<file path="config.mk">
export PLATFORM = sky130hd
export DESIGN_NAME = mad_alias_detect
export DESIGN_NICKNAME = d
export VERILOG_FILES = /design/src/rtl/mad_pkg.sv /design/src/rtl/mad_store_reg.sv /design/src/rtl/mad_range_cmp.sv /design/src/rtl/mad_alias_detect.sv
export SDC_FILE = /design/constraint.sdc
export NUM_CORES = 1
export LEC_CHECK = 0
export CORE_MARGIN = 2
export CORE_UTILIZATION = 45
export DETAILED_ROUTE_END_ITERATION = 10
export DONT_BUFFER_PORTS = 1
export HOLD_SLACK_MARGIN = 0.1
export PLACE_DENSITY = 0.58
export SYNTH_ARGS = -nofsm -noshare
export SYNTH_HDL_FRONTEND = slang
export SYNTH_SLANG_ARGS = --single-unit
</file>
<file path="constraint.sdc">
create_clock -name clk -period 7.6 [get_ports clk]
set_input_delay 1.52 -clock clk [delete_from_list [all_inputs] [get_ports clk]]
set_output_delay 1.52 -clock clk [all_outputs]
set_load 0.005 [all_outputs]
</file>
<file path="src/rtl/mad_pkg.sv">
package mad_pkg;
    localparam int TAG_W = 8;
    localparam int OFF_W = 16;
    localparam int SZC_W = 2;
    localparam int NB_W  = 4;
    localparam int RNG_W = OFF_W + 2;

    typedef enum logic [SZC_W-1:0] {
        SZ_BYTE = 2'd0,
        SZ_HALF = 2'd1,
        SZ_WORD = 2'd2,
        SZ_DBL  = 2'd3
    } szc_e;

    typedef struct packed {
        logic             is_const;
        logic [TAG_W-1:0] tag;
        logic [OFF_W-1:0] val;
    } opnd_t;

    typedef struct packed {
        opnd_t           base;
        opnd_t           idx;
        logic [NB_W-1:0] nbytes;
    } acc_t;

    function automatic logic [NB_W-1:0] code2bytes(input logic [SZC_W-1:0] c);
        return NB_W'(1) << c;
    endfunction

    function automatic opnd_t mk_base(input logic [TAG_W-1:0] t);
        opnd_t o;
        o.is_const = 1'b0;
        o.tag      = t;
        o.val      = '0;
        return o;
    endfunction

    function automatic opnd_t mk_idx(input logic c, input logic [TAG_W-1:0] t,
                                     input logic [OFF_W-1:0] v);
        opnd_t o;
        o.is_const = c;
        o.tag      = c ? '0 : t;
        o.val      = c ? v : '0;
        return o;
    endfunction

    function automatic logic opnd_eq(input opnd_t a, input opnd_t b);
        if (a.is_const != b.is_const) return 1'b0;
        if (a.is_const)               return a.val == b.val;
        return a.tag == b.tag;
    endfunction
endpackage

</file>
<file path="src/rtl/mad_store_reg.sv">
module mad_store_reg
    import mad_pkg::*;
(
    input  logic clk,
    input  logic rst,
    input  logic clr,
    input  logic cap,
    input  acc_t cap_acc,
    output acc_t rec
);
    always_ff @(posedge clk) begin
        if (rst) begin
            rec <= '0;
        end else if (cap) begin
            rec <= cap_acc;
        end else if (clr) begin
            rec <= '0;
        end
    end

    p_clear_empties_r7: assert property (@(posedge clk) disable iff (rst)
        (clr && !cap) |=> (rec.nbytes == '0));

    p_capture_wins_r11: assert property (@(posedge clk) disable iff (rst)
        cap |=> (rec.nbytes != '0));
endmodule

</file>
<file path="src/rtl/mad_range_cmp.sv">
module mad_range_cmp
    import mad_pkg::*;
(
    input  logic [OFF_W-1:0] st_off,
    input  logic [NB_W-1:0]  st_bytes,
    input  logic [OFF_W-1:0] ld_off,
    input  logic [NB_W-1:0]  ld_bytes,
    output logic             ovl
);
    logic signed [RNG_W-1:0] so, lo, s_end, l_end;

    always_comb begin
        so    = RNG_W'($signed(st_off));
        lo    = RNG_W'($signed(ld_off));
        s_end = so + $signed({{(RNG_W-NB_W){1'b0}}, st_bytes});
        l_end = lo + $signed({{(RNG_W-NB_W){1'b0}}, ld_bytes});
        if (so < lo) ovl = s_end > lo;
        else         ovl = l_end > so;
    end

    always_comb begin
        if (st_bytes != '0 && ld_bytes != '0 && st_off == ld_off)
            a_same_off_r5: assert (ovl);
    end
endmodule

</file>
<file path="src/rtl/mad_alias_detect.sv">
module mad_alias_detect
    import mad_pkg::*;
(
    input  logic             clk,
    input  logic             rst,
    input  logic             grp_clr,
    input  logic             st_cap,
    input  logic [TAG_W-1:0] st_base_tag,
    input  logic [TAG_W-1:0] st_idx_tag,
    input  logic             st_idx_const,
    input  logic [OFF_W-1:0] st_off,
    input  logic [SZC_W-1:0] st_szc,
    input  logic             ld_req,
    input  logic [TAG_W-1:0] ld_base_tag,
    input  logic [TAG_W-1:0] ld_idx_tag,
    input  logic             ld_idx_const,
    input  logic [OFF_W-1:0] ld_off,
    input  logic [SZC_W-1:0] ld_szc,
    output logic             alias_hit
);
    acc_t st_new, rec, ld_acc;
    logic rng_ovl, exact_m, cross_m, base_m, rng_m, any_m;

    always_comb begin
        st_new.base   = mk_base(st_base_tag);
        st_new.idx    = mk_idx(st_idx_const, st_idx_tag, st_off);
        st_new.nbytes = code2bytes(st_szc);
        ld_acc.base   = mk_base(ld_base_tag);
        ld_acc.idx    = mk_idx(ld_idx_const, ld_idx_tag, ld_off);
        ld_acc.nbytes = code2bytes(ld_szc);
    end

    mad_store_reg u_rec (
        .clk     (clk),
        .rst     (rst),
        .clr     (grp_clr),
        .cap     (st_cap),
        .cap_acc (st_new),
        .rec     (rec)
    );

    mad_range_cmp u_rng (
        .st_off   (rec.idx.val),
        .st_bytes (rec.nbytes),
        .ld_off   (ld_acc.idx.val),
        .ld_bytes (ld_acc.nbytes),
        .ovl      (rng_ovl)
    );

    always_comb begin
        exact_m = opnd_eq(ld_acc.base, rec.base) && opnd_eq(ld_acc.idx, rec.idx);
        cross_m = opnd_eq(ld_acc.base, rec.idx)  && opnd_eq(ld_acc.idx, rec.base);
        base_m  = opnd_eq(ld_acc.base, rec.base);
        rng_m   = base_m && rec.idx.is_const && ld_acc.idx.is_const && rng_ovl;
        any_m   = (rec.nbytes != '0) && (exact_m || cross_m || rng_m);
    end

    always_ff @(posedge clk) begin
        if (rst) alias_hit <= 1'b0;
        else     alias_hit <= ld_req && any_m;
    end

    p_reset_low_r6: assert property (@(posedge clk) rst |=> !alias_hit);

    p_empty_quiet_r6: assert property (@(posedge clk) disable iff (rst)
        (ld_req && rec.nbytes == '0) |=> !alias_hit);

    p_idle_low_r10: assert property (@(posedge clk) disable iff (rst)
        !ld_req |=> !alias_hit);

    p_exact_hits_r2: assert property (@(posedge clk) disable iff (rst)
        (ld_req && rec.nbytes != '0 && ld_acc == {rec.base, rec.idx, ld_acc.nbytes})
        |=> alias_hit);
endmodule

</file>
# [Word-level counts from Yosys, hierarchy flattened]
# Index checks and enable logic that the tools add are counted.
[totals] output_inout_bits=1 in_bits=75 register_bits=38
[classes] reduce_logical=12 n_addsub=2 mux=24 n_eq_ne=6 shifts=2 magnitude_cmp=3
[op_table] cell="$mux 53" n=2
[op_table] cell="$add 16x5->17" n=2
[op_table] cell="$gt 17x16->1" n=2
[op_table] cell="$eq 8x8->1" n=4
[op_table] cell="$mux 16" n=2
[op_table] cell="$mux 1" n=18
[op_table] cell="$eq 16x16->1" n=1
[op_table] cell="$logic_not 16->1" n=1
[op_table] cell="$lt 16x16->1" n=1
[op_table] cell="$mux 8" n=2
[op_table] cell="$shl 1x2->4 const A" n=2
[op_table] cell="$logic_and 1x1->1" n=7
[op_table] cell="$reduce_bool 4->1" n=1
[op_table] cell="$logic_or 1x1->1" n=2
[op_table] cell="$reduce_bool 2->1" n=1
[op_table] cell="$ne 1x1->1" n=1

# [Depth between registers and ports, before layout]
# Gate-level depths: netlist (run 1).
[depth] ltp_word=10 mapped_depth=20 ltp_nobuf=17

# [By module]
# Synthesis (run 1) repeated with hierarchy kept, for this count alone.
[unflattened] hier_cells=732 area_unflattened_um2=5992.0
[by_module_without_submodules] module="mad_store_reg" area_each_um2=2491.1 cells_each=241 seq_area_each_um2=1081.0 instances=1
[by_module_without_submodules] module="mad_range_cmp" area_each_um2=1949.4 cells_each=253 seq_area_each_um2=0.0 instances=1
[by_module_without_submodules] module="mad_alias_detect" area_each_um2=1551.5 cells_each=238 seq_area_each_um2=20.0 instances=1

# [Worst setup path before layout (run 1)]
# No wires, ideal clock.
[synth_path] path_kind="input-to-reg" from="input port ld_idx_const" to="register alias_hit" cell_stages=20 slack_ns=2.333 required_time_ns=7.466 t_arrival_ns=5.134 path_cell_list="buf_6 > buf_2 > buf_1 > buf_2 > and2_1 > ha_1 > ha_1 > nand2_1 > o21ai_2 > a32o_2 > a221oi_4 > nor4_1 > mux2i_1 > ha_1 > a21o_1 > a2111o_1 > a211oi_1 > o211ai_1 > nand4bb_1 > o2111ai_1"
[synth_via] elab_chain_len=10 elab_cells_between_ends=29 classes_between="add/sub (1); order compare (3); eq/ne (4); mux (12); reduce/logical (9)"
[synth_rtl] item="from (decl)" line_no="mad_alias_detect.sv:16" source="input logic ld_idx_const,"
[synth_rtl] item="branches (longest 7 deep; another with $add 16x5->17)"
[synth_rtl] item="$logic_or 1x1->1 (*)" line_no="mad_alias_detect.sv:55" source="any_m = (rec.nbytes != '0) && (exact_m || cross_m || rng_m);"
[synth_rtl] item="$logic_and 1x1->1 (*)" line_no="mad_alias_detect.sv:55"
[synth_rtl] item="$logic_and 1x1->1 (*)" line_no="mad_alias_detect.sv:60" source="else alias_hit <= ld_req && any_m;"
[synth_rtl] item="to (signal assigned)" line_no="mad_alias_detect.sv:60"
[synth_rtl] item="to (decl)" line_no="mad_alias_detect.sv:19" source="output logic alias_hit"
# Every way passes the cells marked *. The select of a mux whose other input is x is not followed.
# A chain may end at the register's enable or synchronous reset.

# [Worst setup path after layout (run 1)]
[layout_path] from="input port ld_off[0]" to="register alias_hit"
[layout_via] elab_chain_len=10 elab_cells_between_ends=21 classes_between="add/sub (1); order compare (3); eq/ne (1); mux (8); reduce/logical (8)"
[layout_rtl] item="from (decl)" line_no="mad_alias_detect.sv:17" source="input logic [OFF_W-1:0] ld_off,"
[layout_rtl] item="$mux 16 (*)" line_no="mad_pkg.sv:44" source="o.val = c ? v : '0;"
[layout_rtl] item="branches (longest 6 deep; another with $add 16x5->17)"
[layout_rtl] item="$logic_or 1x1->1 (*)" line_no="mad_alias_detect.sv:55"
[layout_rtl] item="$logic_and 1x1->1 (*)" line_no="mad_alias_detect.sv:55"
[layout_rtl] item="$logic_and 1x1->1 (*)" line_no="mad_alias_detect.sv:60"
# Every way passes the cells marked *.

==> results of run 1 <==
final timing paths:
path | start | to
max reg2reg | u_rec.rec[4] | alias_hit
max | ld_off[0] | alias_hit
min reg2reg | u_rec.rec[28] | u_rec.rec[28]
min | u_rec.rec[28] | u_rec.rec[28]
flip-flops by register name, indices dropped and copies added, names as in the netlist:
name	flops
alias_hit	1
u_rec.rec	37
area by class of cell:
type | count | area (um^2)
multi-input combinational | 426 | 3050
clock buffer | 6 | 82.58
fill | 878 | 4514
sequential | 38 | 760.7
inverter | 38 | 147.6
clock inverter | 1 | 30.03
tap | 108 | 135.1
kinds of logic after synthesis:
family | synth area share (%)
xor gates and xnor gates | 10.77
adders and majority gates | 18.15
and+or+nand+nor | 25.94
muxes | 0.9929
AOI/OAI and AO/OA | 19.80
buffers and inverters | 5.492
DFF | 18.86
stage by stage:
step	instance area [um^2]	util [%]	hold slack, ns	setup WS, ns
2_1_floorplan	4033	-	0.4810	2.333
3_3_place_gp	4094	46.94	0.5137	2.847
3_5_place_dp	4094	46.94	0.5287	2.759
4_1_cts	4207	48.24	0.5400	3.068
5_1_grt	4207	48.24	0.5792	2.836
6_report	4207	48.24	0.5367	3.049
placed cells by master (no fill, tap or decap), drive strengths merged, types with 2 or more instances in the layout:
cell,instances
a2111oi,2
a21o,11
a21oi,43
a221oi,3
a22oi,16
a31oi,7
and2,4
and3,5
and4,3
clkbuf,6
dfxtp,38
ha,56
inv,38
mux2i,4
nand2,46
nand2b,5
nand3,8
nand3b,2
nand4,10
nor2,64
nor2b,2
nor3,10
nor3b,18
nor4,9
nor4bb,4
o2111ai,2
o211ai,2
o21ai,9
o21bai,3
o31ai,2
o32a,2
o32ai,3
or3,3
or3b,2
or4,2
xnor2,35
xor2,12
routing by layer:
layer	track usage, %	vias to the layer above
li1	-	1849
met1	28.76	1696
met2	38.10	123
met3	5.035	14
met4	4.847	0
met5	0	-
report_power, final:
group	switching, mW	total, mW	internal, mW
sequential	0.00942	0.216	0.206
combinational	0.0712	0.134	0.0625
clock	0.0701	0.175	0.105
total	0.151	0.524	0.374
worst max-delay path, stage by stage:
cell and delay, ns:
and2_1 0.18, ha_1 0.24, ha_1 0.21, nand2_1 0.09, o21ai_2 0.05, a32o_2 0.23, a221oi_4 0.42, nor4_1 0.14
mux2i_1 0.14, ha_1 0.30, a21o_1 0.18, a2111o_1 0.42, a211oi_1 0.22, o211ai_1 0.12, nand4bb_1 0.12, o2111ai_1 0.11
==> flow_summary.toml, run 1 <==
[logic_synthesis]
synth-main-ff-cell = "dfxtp_1"
synth_common_cells = "64 x nor2_1, 56 x ha_1, 45 x nand2_1"
ys_seq_elements = 38
netlist.area_leader.share_pct = 18.86
synth_area_mm2 = 0.004033
synth_area_leaders = "dfxtp_1 19%, ha_1 17%, xnor2_1 7.6%"
yosys_warnings = 0
yosys.cell_types.count = 63
avgSynthCellArea_um2 = 7.770
synth.net_count = 651
synth-edff-count = 0
synth.most_common_cell = "nor2_1"
synth-seq-area-share_pct = 18.86
yosys.area.top_type = "dfxtp_1"
synth-async-reset-ratio_pct = 0
synth_cells = 519

[detailed_routing]
drc = 0
vias = 3682
ant_nets = 0
routed.top_layer = "met4"
vias_per_cell = 5.968
dr.pass1.iters = 5
wl_met2_um = 5051
wl_met3_um = 818
drt-total-wl_um = 10790
drt_iter0_markers = 156
met1_length_um = 4717
wl_per_cell_um = 17.49

[critical_path]
crit_fanout = 9
reg2regPathDepth = 16
cp.required_ns = 7.76
cp-start-kind = "input port"
critical_path_class = "input port to register"
crit_path_end_kind = "register"
reg2reg_slack_ns = 3.97
cp_data_arrival_time_ns = 4.71

[clock_network]
cts_buffers = 5
cts_tree = "yes"
cts-resized-gates = 0
clock-root-buffer = "clkbuf_8"
cts-htree-levels = 2
clk_pin_slew_ns = 0.07
clock_latency_ns = 0.29
clk_path_buf_depth = 2
clock_sinks = 38
hold_buffers = 0
post_cts_buffers = 0

[sta]
fin_crit_sh_pct = 59.88
hold_viol = 0
fmax_ghz = 0.2197
worst_pin_slew_ns = 1.114
totalNegativeSetupSlack_ns = 0
relSlewSlack_pct = 25.43
skew_ns = 0.002007
finalCriticalPeriod_ns = 4.551
rsz0062_at_grt = "false"
slew_viol_final = 0
finalSetupViolCount = 0

[global_route]
antenna_found_initial = 0
gr-total-overflow = 0
gr-usage-all-layers_pct = 22.27
grt_max_degree = 39
grt_pass1_vias = 3651
grt_pass1_wl_um = 17770

[floorplanning]
coreArea_mm2 = 0.008721
initial_core_util_pct = 46.24
num_rows = 34
die_h_um = 98.67
die_area_mm2 = 0.009735
die_x_um = 98.67
num_io_pins = 76

[place]
place_congestion = 0.8915
placed_cells = 610
hpwlAfterDp_um = 8857
io_buffers = 0

[hold_path]
worstHoldPathCells = 2
min_path_type = "register to register"

[layout]
antenna_cells = 0
stdcell_count = 617
syn2layout_area_growth_pct = 4.313
drive_above_1_share_pct = 3.929
layout.nets = 641

[power_and_ir_drop]
power_mw = 0.5244
powerDensity_mw_per_mm2 = 124.7
ir_drop_mv = 0.1033
static-leakage-power_nw = 1.676

[run]
cap_viol_max_count = 0

[run_status]
status = "complete, no violations"
(Power assumes the default switching activity.)
==> run 2: changes to the inputs <==
PLACE_DENSITY = 0.6   (was 0.58)
clock period = 3.9 ns   (was 7.6 ns; I/O delays follow)
==> run 2 against run 1 <==
- register-to-register slack lost 3.5 ns
- hold slack gained 0.0038 ns
- worst setup slack lost 2.8 ns
- utilization grew 0.53 points
- sequential cell count is the same
- non-clock buffer count grew 2
- via count is essentially flat
- total power grew 86%
- die area is the same
==> flow_summary.toml, run 2 (synthesized netlist as in run 1, its figures left out) <==
[run_status]
status = "complete, no violations"

[global_route]
gr-total-overflow = 0
grt_pass1_wl_um = 18420
gr-usage-all-layers_pct = 23.15
grt_pass1_vias = 3864
grt_max_degree = 39
antenna_found_initial = 0

[hold_path]
min_from = "u_rec.rec[28]"
min_path_type = "register to register"
whs_endpoint = "u_rec.rec[28]"
worstHoldPathCells = 2

[floorplanning]
die_h_um = 98.67
coreArea_mm2 = 0.008721
die_x_um = 98.67
num_io_pins = 76
num_rows = 34
initial_core_util_pct = 46.24
die_area_mm2 = 0.009735

[layout]
layout.nets = 643
largest_reg_flops = 37
largest_register = "u_rec.rec"
layout_common_cells = "64 x nor2_1, 54 x ha_1, 44 x nand2_1"
final_common_cell = "nor2_1"
antenna_cells = 0
top_regs = "u_rec.rec (37), alias_hit (1)"
syn2layout_area_growth_pct = 5.461
drive_above_1_share_pct = 5.859
post-route-cell-area_mm2 = 0.004253
fin_util_pct = 48.77

[critical_path]
crit_top_cell = "a21oi_1"
cp_data_arrival_time_ns = 3.86
rr_endpoint = "alias_hit"
reg2regPathDepth = 16
crit_path_end_kind = "register"
critical_path_class = "input port to register"
cpLargestDelayFamily = "compound AO/OA/AOI/OAI gates"
crit_slowest_cell = "or4_1"
path_buf_inv = 1
crit_fanout = 36
cp.required_ns = 4.12
r2r-start = "u_rec.rec[4]"
critPathMaxStageDelay_ns = 0.51
cp-start-kind = "input port"
reg2reg_slack_ns = 0.51
crit_chain = "and2_4, inv_1, xnor2_2, ha_4, nand2_2, o21ai_2, a32o_2, a221oi_4, or4_1, a21oi_1, ha_1, and4_1, a41oi_1, a21oi_1, a2111oi_0, nand4bb_1, o2111ai_1"

[clock_network]
post_cts_buffers = 0
clock_latency_ns = 0.29
clock_sinks = 38
cts-htree-levels = 2
cts_buffers = 5
clk_pin_slew_ns = 0.08
clock-root-buffer = "clkbuf_8"
clk_path_buf_depth = 2
cts_tree = "yes"

[sta]
finalSetupViolCount = 0
skew_ns = 0.006990
worst_pin_slew_ns = 1.113
fmax_ghz = 0.2742
rsz0062_at_grt = "false"
hold_viol = 0
slew_viol_final = 0
finalCriticalPeriod_ns = 3.647
fin_crit_sh_pct = 93.50
relSlewSlack_pct = 25.51

[power_and_ir_drop]
power_mw = 0.9742
static-leakage-power_nw = 1.684
ir_drop_mv = 0.1695
powerDensity_mw_per_mm2 = 229.1

[place]
io_buffers = 0
place_area_mm2 = 0.004150
hpwlAfterDp_um = 8890
place_congestion = 0.9311

[detailed_routing]
ant_nets = 0
met1_length_um = 4677
wl_per_cell_um = 17.61
drc = 0
wl_met2_um = 5138
routed.top_layer = "met4"
vias_per_cell = 5.935
drt-total-wl_um = 10920
drt_iter0_markers = 187
vias = 3680
wl_met3_um = 878
dr.pass1.iters = 5

[run]
cap_viol_max_count = 0
## run 2: per-stage QoR
stage | cells | hold slack, ns | setup TNS [ns] | setup slack, ns
3_3_place_gp | 612 | 0.5069 | 0 | 0.09318
6_report | 620 | 0.5404 | 0 | 0.2534
3_5_place_dp | 612 | 0.5206 | -0.06929 | -0.06929
4_1_cts | 620 | 0.5360 | 0 | 0.2279
5_1_grt | 620 | 0.5336 | 0 | 0.03988
2_1_floorplan | 519 | 0.4810 | -0.1643 | -0.1643
## run 2: worst max-delay path by stage
stage / start / end / slack [ns] / depth (start not counted)
global route: ld_idx_const / alias_hit / 0.04 / 17
global placement: ld_idx_const / alias_hit / 0.09 / 17
CTS: ld_idx_const / alias_hit / 0.23 / 17
floorplan: ld_idx_const / alias_hit / -0.16 / 20
detailed placement: ld_idx_const / alias_hit / -0.07 / 17
finish: ld_idx_const / alias_hit / 0.25 / 17
## run 2: layout make-up
type	instances	area, um^2
Clock buffer	6	82.58
Fill cell	874	4468
Timing Repair Buffer	2	15.01
Sequential cell	38	760.7
Clock inverter	2	12.51
Tap cell	108	135.1
Inverter	38	147.6
Multi-Input combinational cell	426	3099
## run 2: worst min-delay path, stage by stage, from the launching register on
cell     delay (ns)
dfxtp_1        0.34
a21oi_1        0.12
nor2_1         0.04
## run 2: report_power, final
group | internal [mW] | switching (mW)
clock | 0.142 | 0.146
combinational | 0.125 | 0.141
sequential | 0.402 | 0.0182
total | 0.669 | 0.305
## run 2: layer usage
layer / vias to the layer above / GRT usage (%)
met5: - / 0
met4: 0 / 6.849
met3: 17 / 5.532
met2: 128 / 38.57
met1: 1677 / 29.83
li1: 1858 / -
## run 2: repair_timing
| action | CTS | global route |
|---|---|---|
| setup endpoints to repair | 0 | 1 |
| resized for setup | 0 | 1 |
| hold buffers | 0 | 0 |
